`src/rtl/scanBusBridgePkg.sv`:
```
package scanBusBridgePkg;
  localparam int OP_WRITE = 1;
  localparam int OP_READ  = 2;

  typedef struct packed {
    logic capEn;
    logic shiftEn;
    logic updEn;
    logic latchRd;
  } dpCtrl_t;
endpackage

```
`src/rtl/scanBusDatapath.sv`:
```
module scanBusDatapath
  import scanBusBridgePkg::*;
#(
  parameter int DR_LEN = 16,
  parameter int HDR_W  = 8
) (
  input  logic                     tck,
  input  logic                     rstN,
  input  logic                     tdi,
  input  dpCtrl_t                  ctrl,
  input  logic [DR_LEN-HDR_W-1:0]  rdData,
  output logic [DR_LEN-1:0]        shiftWord,
  output logic [DR_LEN-HDR_W-1:0]  heldData,
  output logic                     tdo
);
  localparam int DATA_W = DR_LEN - HDR_W;

  logic [HDR_W-1:0] lastHdr;

  always_ff @(posedge tck or negedge rstN) begin
    if (!rstN) begin
      shiftWord <= '0;
      lastHdr   <= '0;
      heldData  <= '0;
    end else begin
      if (ctrl.capEn) begin
        shiftWord <= {lastHdr, heldData};
      end else if (ctrl.shiftEn) begin
        shiftWord <= {tdi, shiftWord[DR_LEN-1:1]};
      end
      if (ctrl.updEn) begin
        lastHdr <= shiftWord[DR_LEN-1 -: HDR_W];
      end
      if (ctrl.latchRd) begin
        heldData <= rdData[DATA_W-1:0];
      end
    end
  end

  assign tdo = shiftWord[0];
endmodule

```
`src/rtl/scanBusControl.sv`:
```
module scanBusControl
  import scanBusBridgePkg::*;
#(
  parameter int ADDR_W = 4,
  parameter int OP_W   = 4,
  parameter int DATA_W = 8
) (
  input  logic                  tck,
  input  logic                  rstN,
  input  logic                  sel,
  input  logic                  capture,
  input  logic                  shift,
  input  logic                  update,
  input  logic [ADDR_W-1:0]     addrField,
  input  logic [OP_W-1:0]       opField,
  input  logic [DATA_W-1:0]     dataField,
  output dpCtrl_t               ctrl,
  output logic [2**ADDR_W-1:0]  chipSel,
  output logic                  wrStrobe,
  output logic                  rdStrobe,
  output logic [DATA_W-1:0]     wrData
);
  localparam int N_PERIPH = 2**ADDR_W;

  logic                isWr;
  logic                isRd;
  logic                updEn;
  logic [N_PERIPH-1:0] csDecode;

  assign updEn = sel && update;
  assign isWr  = (opField == OP_W'(OP_WRITE));
  assign isRd  = (opField == OP_W'(OP_READ));

  for (genvar i = 0; i < N_PERIPH; i++) begin : gCsDec
    assign csDecode[i] = (addrField == ADDR_W'(i));
  end

  always_ff @(posedge tck or negedge rstN) begin
    if (!rstN) begin
      chipSel  <= '0;
      wrStrobe <= 1'b0;
      rdStrobe <= 1'b0;
      wrData   <= '0;
    end else begin
      chipSel  <= '0;
      wrStrobe <= 1'b0;
      rdStrobe <= 1'b0;
      if (updEn && (isWr || isRd)) begin
        chipSel  <= csDecode;
        wrStrobe <= isWr;
        rdStrobe <= isRd;
        wrData   <= dataField;
      end
    end
  end

  always_comb begin
    ctrl.capEn   = sel && capture;
    ctrl.shiftEn = sel && shift;
    ctrl.updEn   = updEn;
    ctrl.latchRd = rdStrobe;
  end
endmodule

```
`src/rtl/scanBusBridge.sv`:
```
module scanBusBridge
  import scanBusBridgePkg::*;
#(
  parameter int DR_LEN = 16,
  parameter int ADDR_W = 4,
  parameter int OP_W   = 4,
  localparam int DATA_W   = DR_LEN - ADDR_W - OP_W,
  localparam int N_PERIPH = 2**ADDR_W
) (
  input  logic                tck,
  input  logic                rstN,
  input  logic                tdi,
  input  logic                sel,
  input  logic                capture,
  input  logic                shift,
  input  logic                update,
  output logic                tdo,
  output logic [N_PERIPH-1:0] chipSel,
  output logic                wrStrobe,
  output logic                rdStrobe,
  output logic [DATA_W-1:0]   wrData,
  input  logic [DATA_W-1:0]   rdData
);
  localparam int HDR_W = ADDR_W + OP_W;

  dpCtrl_t           ctrl;
  logic [DR_LEN-1:0] shiftWord;
  logic [DATA_W-1:0] heldData;

  scanBusDatapath #(.DR_LEN(DR_LEN), .HDR_W(HDR_W)) uDatapath (
    .tck(tck), .rstN(rstN), .tdi(tdi), .ctrl(ctrl), .rdData(rdData),
    .shiftWord(shiftWord), .heldData(heldData), .tdo(tdo)
  );

  scanBusControl #(.ADDR_W(ADDR_W), .OP_W(OP_W), .DATA_W(DATA_W)) uControl (
    .tck(tck), .rstN(rstN), .sel(sel), .capture(capture), .shift(shift),
    .update(update),
    .addrField(shiftWord[DR_LEN-1 -: ADDR_W]),
    .opField(shiftWord[DR_LEN-ADDR_W-1 -: OP_W]),
    .dataField(shiftWord[DATA_W-1:0]),
    .ctrl(ctrl), .chipSel(chipSel), .wrStrobe(wrStrobe),
    .rdStrobe(rdStrobe), .wrData(wrData)
  );
endmodule

```
`config.mk`:
```
export PLATFORM = sky130hd
export DESIGN_NAME = scanBusBridge
export DESIGN_NICKNAME = d
export VERILOG_FILES = /design/src/rtl/scanBusBridgePkg.sv /design/src/rtl/scanBusDatapath.sv /design/src/rtl/scanBusControl.sv /design/src/rtl/scanBusBridge.sv
export SDC_FILE = /design/constraint.sdc
export NUM_CORES = 1
export LEC_CHECK = 0
export ABC_AREA = 0
export BUFFER_PORTS_ARGS = -buffer_cell sky130_fd_sc_hd__buf_4
export CAP_MARGIN = 25
export CORE_UTILIZATION = 35
export CTS_BUF_LIST = sky130_fd_sc_hd__clkbuf_4
export CTS_CLUSTER_SIZE = 28
export DETAILED_ROUTE_END_ITERATION = 8
export GPL_TIMING_DRIVEN = 0
export SYNTH_ARGS = -nofsm -noshare
export SYNTH_HDL_FRONTEND = slang
export SYNTH_SLANG_ARGS = --single-unit
```
`constraint.sdc`:
```
create_clock -name tck -period 1.8 [get_ports tck]
set_input_delay 0.09 -clock tck [delete_from_list [all_inputs] [get_ports tck]]
set_output_delay 0.09 -clock tck [all_outputs]
set_load 0.02 [all_outputs]
```
# Yosys cells after proc, flatten, opt, wreduce, memory -nomap -nowiden
# Cells that the tools add are included.
# word_totals
latchBits	0
input_bits	15
ramBits	0
mem_bits_ro	0
output_inout_bits	27
memories	0
elab_cells	36
regBits	58
# op_classes
div	0
multipliers	0
n_bitwise	0
n_lt_le_gt_ge	0
shift	0
n_mux	5
addsub	0
reduce_logical	7
eq_ne	17
# op_table
cell	n
$mux 16	3
$eq 4x4->1 const B	8
$eq 4x3->1 const B	4
$eq 4x2->1 const B	3
$eq 4x1->1 const B	2
$logic_and 1x1->1	4
$logic_not 4->1	1
$mux 1	2
$reduce_bool 2->1	1
$logic_or 1x1->1	1

# Longest topological paths before layout
# Gate-level depths: netlist (run 1).
# logic_depth
depth_word	4
ltp_mapped	4

# Hierarchy
# From an unflattened synthesis (run 1), not the netlist that was laid out.
# hier_totals
hier_cells	172
area_unflattened_um2	2322.2
# by_module_without_submodules
module	cells_per_inst	seq_area_each_um2	area_per_inst_um2	n_inst
scanBusDatapath	104	800.8	1342.5	1
scanBusControl	68	650.6	979.7	1

# Worst setup path after synthesis (run 1)
# Ideal clock, no wire load.
# synth_timing
path_kind	reg2reg
start	reg uDatapath.shiftWord[10]
end	reg uControl.wrData[1]
setup_slack_ns	0.425
setup_ns	0.125
arrival_time_ns	1.250
path_stages_with_launch	5
synth_period_minus_slack_ns	1.375
n_path_buf	1
cell_sequence	dfrtp_1 and4bb_2 nand2_2 buf_6 mux2_4
# synth_between
elab_chain_cells	3
# synth_rtl
item	line_no	rtl
start: declaration	scanBusDatapath.sv:12	output logic [DR_LEN-1:0] shiftWord,
start signal: assignment	scanBusDatapath.sv:27	shiftWord <= {lastHdr, heldData};
start signal: assignment	scanBusDatapath.sv:29	shiftWord <= {tdi, shiftWord[DR_LEN-1:1]};
$eq 4x1->1 or $eq 4x2->1 (tied branches)	scanBusControl.sv:31, scanBusControl.sv:32	
$logic_or 1x1->1 (*)	scanBusControl.sv:48	if (updEn && (isWr || isRd)) begin
$logic_and 1x1->1 (*)	scanBusControl.sv:48	
end signal: assignment	scanBusControl.sv:52	wrData <= dataField;
end: declaration	scanBusControl.sv:21	output logic [DATA_W-1:0] wrData
# Mark *: on every way between the ends. The rest lies on a longest branch, timed or not.
# A chain may end at the register's enable or synchronous reset.

# Final worst setup path (run 1)
# layout_timing
start	reg uDatapath.shiftWord[10]
end	reg uControl.wrData[3]
# Same word-level chain as after synthesis.

==> metrics.md, run 1 <==
| Metric | Value |
|---|---|
| Outcome | complete, no violations |
| Switching Share | 30.98% |
| Top cells by area, synth | dfrtp_1 64%, mux2_2 8.9%, o22ai_1 5.5% |
| Maximum VDD drop | 0.0004891 V |
| H-Tree Depth | 3 |
| Synth warn | 0 |
| Final Wtd Congestion | 0.7179 |
| Final HPWL DP | 2912 um |
| Antenna viol nets, final | 0 |
| Initial antenna violation count | 0 |
| RSZ-0062 raised after global routing | false |
| Vias per cell | 5.022 |
| Total Power | 3.449 mW |
| Number of global-route vias before repair | 1,501 |
| Seq/Total Area, Yosys | 63.60% |
| Setup crit start | uDatapath.shiftWord[10] |
| Count of final hold-check violations | 0 |
| DIE WIDTH | 82.75 um |
| Largest net degree at the start of global routing | 59 |
| Longest Clk Path Bufs | 2 |
| GRT overflow | 0 |
| Power Density | 1197 mW/mm^2 |
| Skew-Pair Late Insertion Delay | 0.40 ns |
| Post-layout min period | 1.518 ns |
| Crit path DAT | 1.80 ns |
| # setup viols final | 0 |
| P&R area growth vs syn | 26.21% |
| # rows | 29 |
| Cts repair resizes | 0 |
| CP delay by family, top | simple AND/OR/NAND/NOR gates |
| Pint | 2.381 mW |
| Share of cells above drive strength 1 | 35.59% |
| Kind of critical path | register to register |
| Worst-path cell chain | and4bb_2, nand2_2, buf_6, mux2_4 |
| Syn Area/Cell | 13.42 sq um |
| FF-to-FF Start | uDatapath.shiftWord[10] |
| Root Buffer | clkbuf_4 |
| WL final | 4445 um |
| Syn Nets | 185 |
| Worst-margin pin slew | 0.7220 ns |
| Clock transition at path regs | 0.09 ns |
| CTS Buf Count | 9 |
| Max-Cap Viols | 0 |
| HP Class | primary input to register |
| Clk sinks | 58 |
| Startpoint Class | register |
| Static Leak | 1.385 nW |
| Worst Path Buf+Inv | 1 |
| Cell Area, Synth | 0.002282 sq mm |
| CP endpoint kind | register |
| CP Max Fanout | 10 |
| Synth top area share | 63.60% |
| Cell count after synthesis | 170 |
| Core Area | 0.006314 sq mm |
| Vias post-DR | 1,572 |
| Post-synth cell types | 26 |
| #FFs+latches synth | 58 |
| Clock power share | 21.6% |
| Leading area contributor after synthesis | dfrtp_1 |
| Number of DRC markers in iteration 0 | 71 |
| Hold_sp | tdi |
| N_diodes | 0 |
| Max-Slew Margin vs Limit | 51.87% |
| # IOs | 42 |
| Slowest CP cell | dfrtp_1 |
| Initial Util | 36.15% |
| Max frequency | 0.6587 GHz |
| Nets | 246 |
| Comb pwr share | 25.2% |
| DRC Markers | 0 |
| Die H | 82.75 um |
| Wire per inst | 14.20 um |
| CP Data Required Time | 2.08 ns |
| IO Port Bufs | 41 |
| Part of the power in registers | 53.2% |
| First-pass DRT Iterations | 4 |
| Setup TNS | 0 ns |
| Clk_skew | 0.01136 ns |
| Switching pwr | 1.068 mW |
| Overall Global Routing Usage | 14.93% |
| Max Slew Vio Count | 0 |
| Die Footprint | 0.006848 sq mm |
| Max incr delay on CP | 0.44 ns |
| CTS tree | built |
| Period Utilization, post-route | 84.35% |
| First-pass GRT wire length | 7334 um |
power groups by stage:
stage	Sequential, mW	Combinational, mW	Clock, mW
after global routing	1.88	0.968	0.832
after detailed placement	1.86	0.862	0
after floorplan	1.89	0.510	0
after global placement	1.85	0.840	0
final	1.83	0.869	0.745
after CTS	1.83	0.877	0.762
worst min-delay path, stage by stage:
cell	delay (ns)
buf_4	0.08
a22o_1	0.11
a22o_1	0.11
state kept, by name, indices dropped and copies added, names as in the netlist:
name / flops
uControl.chipSel: 16
uDatapath.shiftWord: 16
uControl.wrData: 8
uDatapath.heldData: 8
uDatapath.lastHdr: 8
uControl.rdStrobe: 1
uControl.wrStrobe: 1
stage by stage:
stage / hold WS (ns) / instances / setup WS, ns / cell area [sq um] / utilization (%)
2_1_floorplan: -0.2056 / 170 / 0.4249 / 2282 / -
3_3_place_gp: 0.1947 / 288 / 0.3128 / 2686 / 42.55
3_5_place_dp: 0.1914 / 288 / 0.2975 / 2686 / 42.55
4_1_cts: 0.003814 / 313 / 0.2769 / 2880 / 45.62
5_1_grt: 0.005075 / 313 / 0.1918 / 2880 / 45.62
6_report: 0.02460 / 313 / 0.2817 / 2880 / 45.62
final timing paths:
check,slack [ns],end,cells after the start
setup / recovery,0.28,uControl.wrData[3],4
hold / removal,0.02,uDatapath.shiftWord[15],3
setup reg to reg,0.28,uControl.wrData[3],4
hold reg to reg,0.52,uDatapath.lastHdr[0],1
max in group asynchronous,1.03,uDatapath.shiftWord[15],2
min in group asynchronous,0.28,uDatapath.heldData[2],2
layout by cell type (no fill, tap or decap), drive strengths merged, types with 7 or more instances in the layout:
master,netlist,final
clkbuf,6,17
a21oi,10,10
nand2,7,7
a22o,11,11
o22ai,20,20
nor2,10,10
buf,4,45
mux2,24,24
dfrtp,58,58
dlygate4sd3,0,9
repair_timing:
action,in CTS,in global routing
hold buffers,9,0
setup buffers,0,0
endpoints found under the hold margin,66,0
layout make-up:
type                    instances  area, sq um
fillers                       626         3433
well taps                      77        96.34
inverters                       1        3.754
clock buffers                  11        82.58
clock inverters                 5        21.27
flip-flops and latches         58         1451
repair buffers                 50        397.9
plain buffers                  10        46.29
multi-input cells             101        780.7
cells in the mapped netlist:
master	n
and3b_1	2
dfrtp_1	58
mux2_2	18
xor2_2	1
nand4_1	1
a21oi_1	10
buf_2	1
o22ai_1	20
nor2b_1	1
nand3b_1	1
nand4b_1	2
buf_6	1
and4bb_2	1
a22o_1	11
nand2_2	1
nor4b_2	1
buf_1	2
nand2b_1	2
mux2_4	6
nor4_1	3
nor2_1	10
clkbuf_1	6
nand2_1	6
clkinv_1	1
o21ai_1	1
nor3_1	3
logic make-up (layout without fill, tap and decap cells):
logic type / after synthesis / after routing / share of synthesized area, %
and+or+nand+nor: 34 / 34 / 8.553
AOI/OAI and AO/OA: 42 / 42 / 12.12
xor gates and xnor gates: 1 / 1 / 0.7129
DFF: 58 / 58 / 63.60
buffers and inverters: 11 / 77 / 2.193
muxes: 24 / 24 / 12.83
per-layer routing:
metal / track usage (%) / part of all wire, % / up-vias
li1: - / - / 755
met1: 20.46 / 49 / 765
met2: 20.16 / 44 / 42
met3: 5.495 / 4.0 / 10
met4: 8.276 / 2.6 / 0
met5: 0 / 0 / -
No activity file was read; power rests on OpenSTA's default activity.
==> run 2: changes to the inputs <==
- clock period: 1.8 -> 1.5 ns (I/O delays scaled with it)
==> run 2 against run 1 <==
Against the previous run:
- critical path depth is the same
- utilization rose by 1.1 points
- sequential share of layout area fell by 1.2 points
- highest routed layer unchanged
==> metrics.md, run 2 (synthesis gave the netlist of run 1 again) <==
| Metric | Value |
|---|---|
| Total Power | 4.199 mW (+22%) |
| N_diodes | 0 (unchanged) |
| First-pass DRT Iterations | 4 (unchanged) |
| Number of global-route vias before repair | 1,517 (+1.1%) |
| Period Utilization, post-route | 96.78% (+12 points) |
| Crit path DAT | 1.74 ns (-0.06 ns) |
| CTS tree | built |
| # rows | 29 (unchanged) |
| Nets | 251 (+2.0%) |
| GRT overflow | 0 (unchanged) |
| Vias post-DR | 1,588 (+1.0%) |
| Number of DRC markers in iteration 0 | 83 (+17%) |
| Antenna viol nets, final | 0 (unchanged) |
| Outcome | complete, no violations |
| Clk sinks | 58 (unchanged) |
| Final hold slack | 0.05796 ns (+0.03336 ns) |
| Share of cells above drive strength 1 | 37.76% (+2.2 points) |
| CP endpoint kind | register |
| Power Density | 1423 mW/mm^2 (+19%) |
| Final Wtd Congestion | 0.7179 (unchanged) |
| P&R area growth vs syn | 29.28% |
| Static Leak | 1.426 nW (+3.0%) |
| Overall Global Routing Usage | 15.03% (+0.094 points) |
| Root Buffer | clkbuf_4 |
| Die H | 82.75 um (unchanged) |
| Fillers | 618 (-1.3%) |
| Maximum VDD drop | 0.0005864 V (+20%) |
| Startpoint Class | register |
| CP Data Required Time | 1.78 ns (-0.30 ns) |
| Clock transition at path regs | 0.09 ns (about the same) |
| # setup viols final | 0 (unchanged) |
| Setup TNS | 0 ns (unchanged) |
| Die Footprint | 0.006848 sq mm (unchanged) |
| Initial Util | 36.15% (unchanged) |
| First-pass GRT wire length | 7376 um (+0.57%) |
| Most frequent cells in the layout | 57 x dfrtp_1, 45 x buf_4, 20 x o22ai_1, 18 x mux2_2 |
| Clk_skew | 0.01088 ns (-0.0004763 ns) |
| CTS Buf Count | 9 (unchanged) |
| Post-layout min period | 1.452 ns (-0.06657 ns) |
| Count of final hold-check violations | 0 (unchanged) |
| DIE WIDTH | 82.75 um (unchanged) |
| Commonest non-fill, non-tap cell in the layout | dfrtp_1 |
| Core Area | 0.006314 sq mm (unchanged) |
| # IOs | 42 (unchanged) |
| HP Class | primary input to register |
| CP Max Fanout | 10 (unchanged) |
| Worst-margin pin slew | 0.7187 ns (-0.003280 ns) |
| Skew-Pair Late Insertion Delay | 0.40 ns (about the same) |
| RSZ-0062 raised after global routing | true |
| Max frequency | 0.6889 GHz (+4.6%) |
| Pint | 2.894 mW (+22%) |
| WL final | 4499 um (+1.2%) |
| Clock power share | 21.4% (-0.2 points) |
| Initial antenna violation count | 0 (unchanged) |
| Vias per cell | 4.994 (-0.57%) |
| IO Port Bufs | 41 (unchanged) |
| Comb pwr share | 26.2% (+1.0 points) |
| Switching Share | 31.08% (+0.10 points) |
| Part of the power in registers | 52.4% (-0.8 points) |
| Max-Cap Viols | 0 (unchanged) |
| Largest net degree at the start of global routing | 59 (unchanged) |
| Wire per inst | 14.15 um (-0.38%) |
| DRC Markers | 0 (unchanged) |
| Max Slew Vio Count | 0 (unchanged) |
| Kind of critical path | register to register |
| Switching pwr | 1.305 mW (+22%) |
| Max-Slew Margin vs Limit | 52.09% (+0.22 points) |
| Final HPWL DP | 2912 um (unchanged) |
| H-Tree Depth | 3 (unchanged) |
| Longest Clk Path Bufs | 2 (unchanged) |
| Top Registers | uControl.chipSel (16), uDatapath.shiftWord (16) |
[run 2: cell count changes in the layout (fill, tap and decap cells not counted), sizes merged]
cell and change:
dlygate4sd3 +1, buf +4
[run 2: routing by layer]
metal	vias to the layer above	share of wire [%]	GRT usage [%]
met1	774	49	20.39
met4	0	2.7	8.276
met5	-	0	0
met3	12	3.9	5.495
met2	35	45	20.57
li1	767	-	-
[run 2: worst max-delay path: stages, from the launching register on]
cell and delay, ns:
dfrtp_2 0.43, and4bb_4 0.39, nand2_4 0.08, buf_12 0.16, mux2_4 0.29
[run 2: power by group through the flow]
stage	Sequential (mW)	Clock (mW)	Combinational [mW]
global route	2.25	0.999	1.22
floorplan	2.27	0	0.613
detailed placement	2.23	0	1.03
finish	2.20	0.897	1.10
CTS	2.20	0.914	1.06
global placement	2.23	0	1.01
[run 2: path summary, 6_finish.rpt]
| path | start | to | slack, ns | cells after the start |
|---|---|---|---|---|
| max | uDatapath.shiftWord[10] | uControl.wrData[3] | 0.05 | 4 |
| min | shift | uDatapath.shiftWord[9] | 0.06 | 4 |
| max reg2reg | uDatapath.shiftWord[10] | uControl.wrData[3] | 0.05 | 4 |
| min reg2reg | uDatapath.lastHdr[1] | uDatapath.lastHdr[1] | 0.51 | 1 |
| max in group asynchronous | rstN | uDatapath.shiftWord[10] | 0.71 | 2 |
| min in group asynchronous | rstN | uDatapath.heldData[2] | 0.27 | 2 |
[run 2: cell type report]
| type | instances | area [sq um] | area share [%] |
|---|---|---|---|
| sequential | 58 | 1453 | 49.24 |
| multi-input combinational | 101 | 800.8 | 27.14 |
| timing repair buffer | 55 | 437.9 | 14.84 |
| tap | 77 | 96.34 | 3.265 |
| clock buffer | 11 | 82.58 | 2.799 |
| buffer | 10 | 55.05 | 1.866 |
| clock inverter | 5 | 21.27 | 0.7209 |
| inverter | 1 | 3.754 | 0.1272 |
[run 2: what timing repair did]
action / CTS / global route
hold endpoints to repair: 67 / 0
hold buffers: 10 / 0
resized for setup: 1 / 6
setup buffers: 0 / 4
pin swaps: 1 / 1
cloned: 0 / 0
setup endpoints to repair: 6 / 9
[run 2: per-stage QoR]
stage | setup WS, ns | cell area, sq um | std cells | utilization [%]
2_1_floorplan | 0.1249 | 2282 | 170 | -
3_3_place_gp | 0.01280 | 2686 | 288 | 42.55
3_5_place_dp | -0.002535 | 2686 | 288 | 42.55
4_1_cts | 0.005554 | 2894 | 314 | 45.84
5_1_grt | -0.02650 | 2950 | 318 | 46.73
6_report | 0.04832 | 2950 | 318 | 46.73
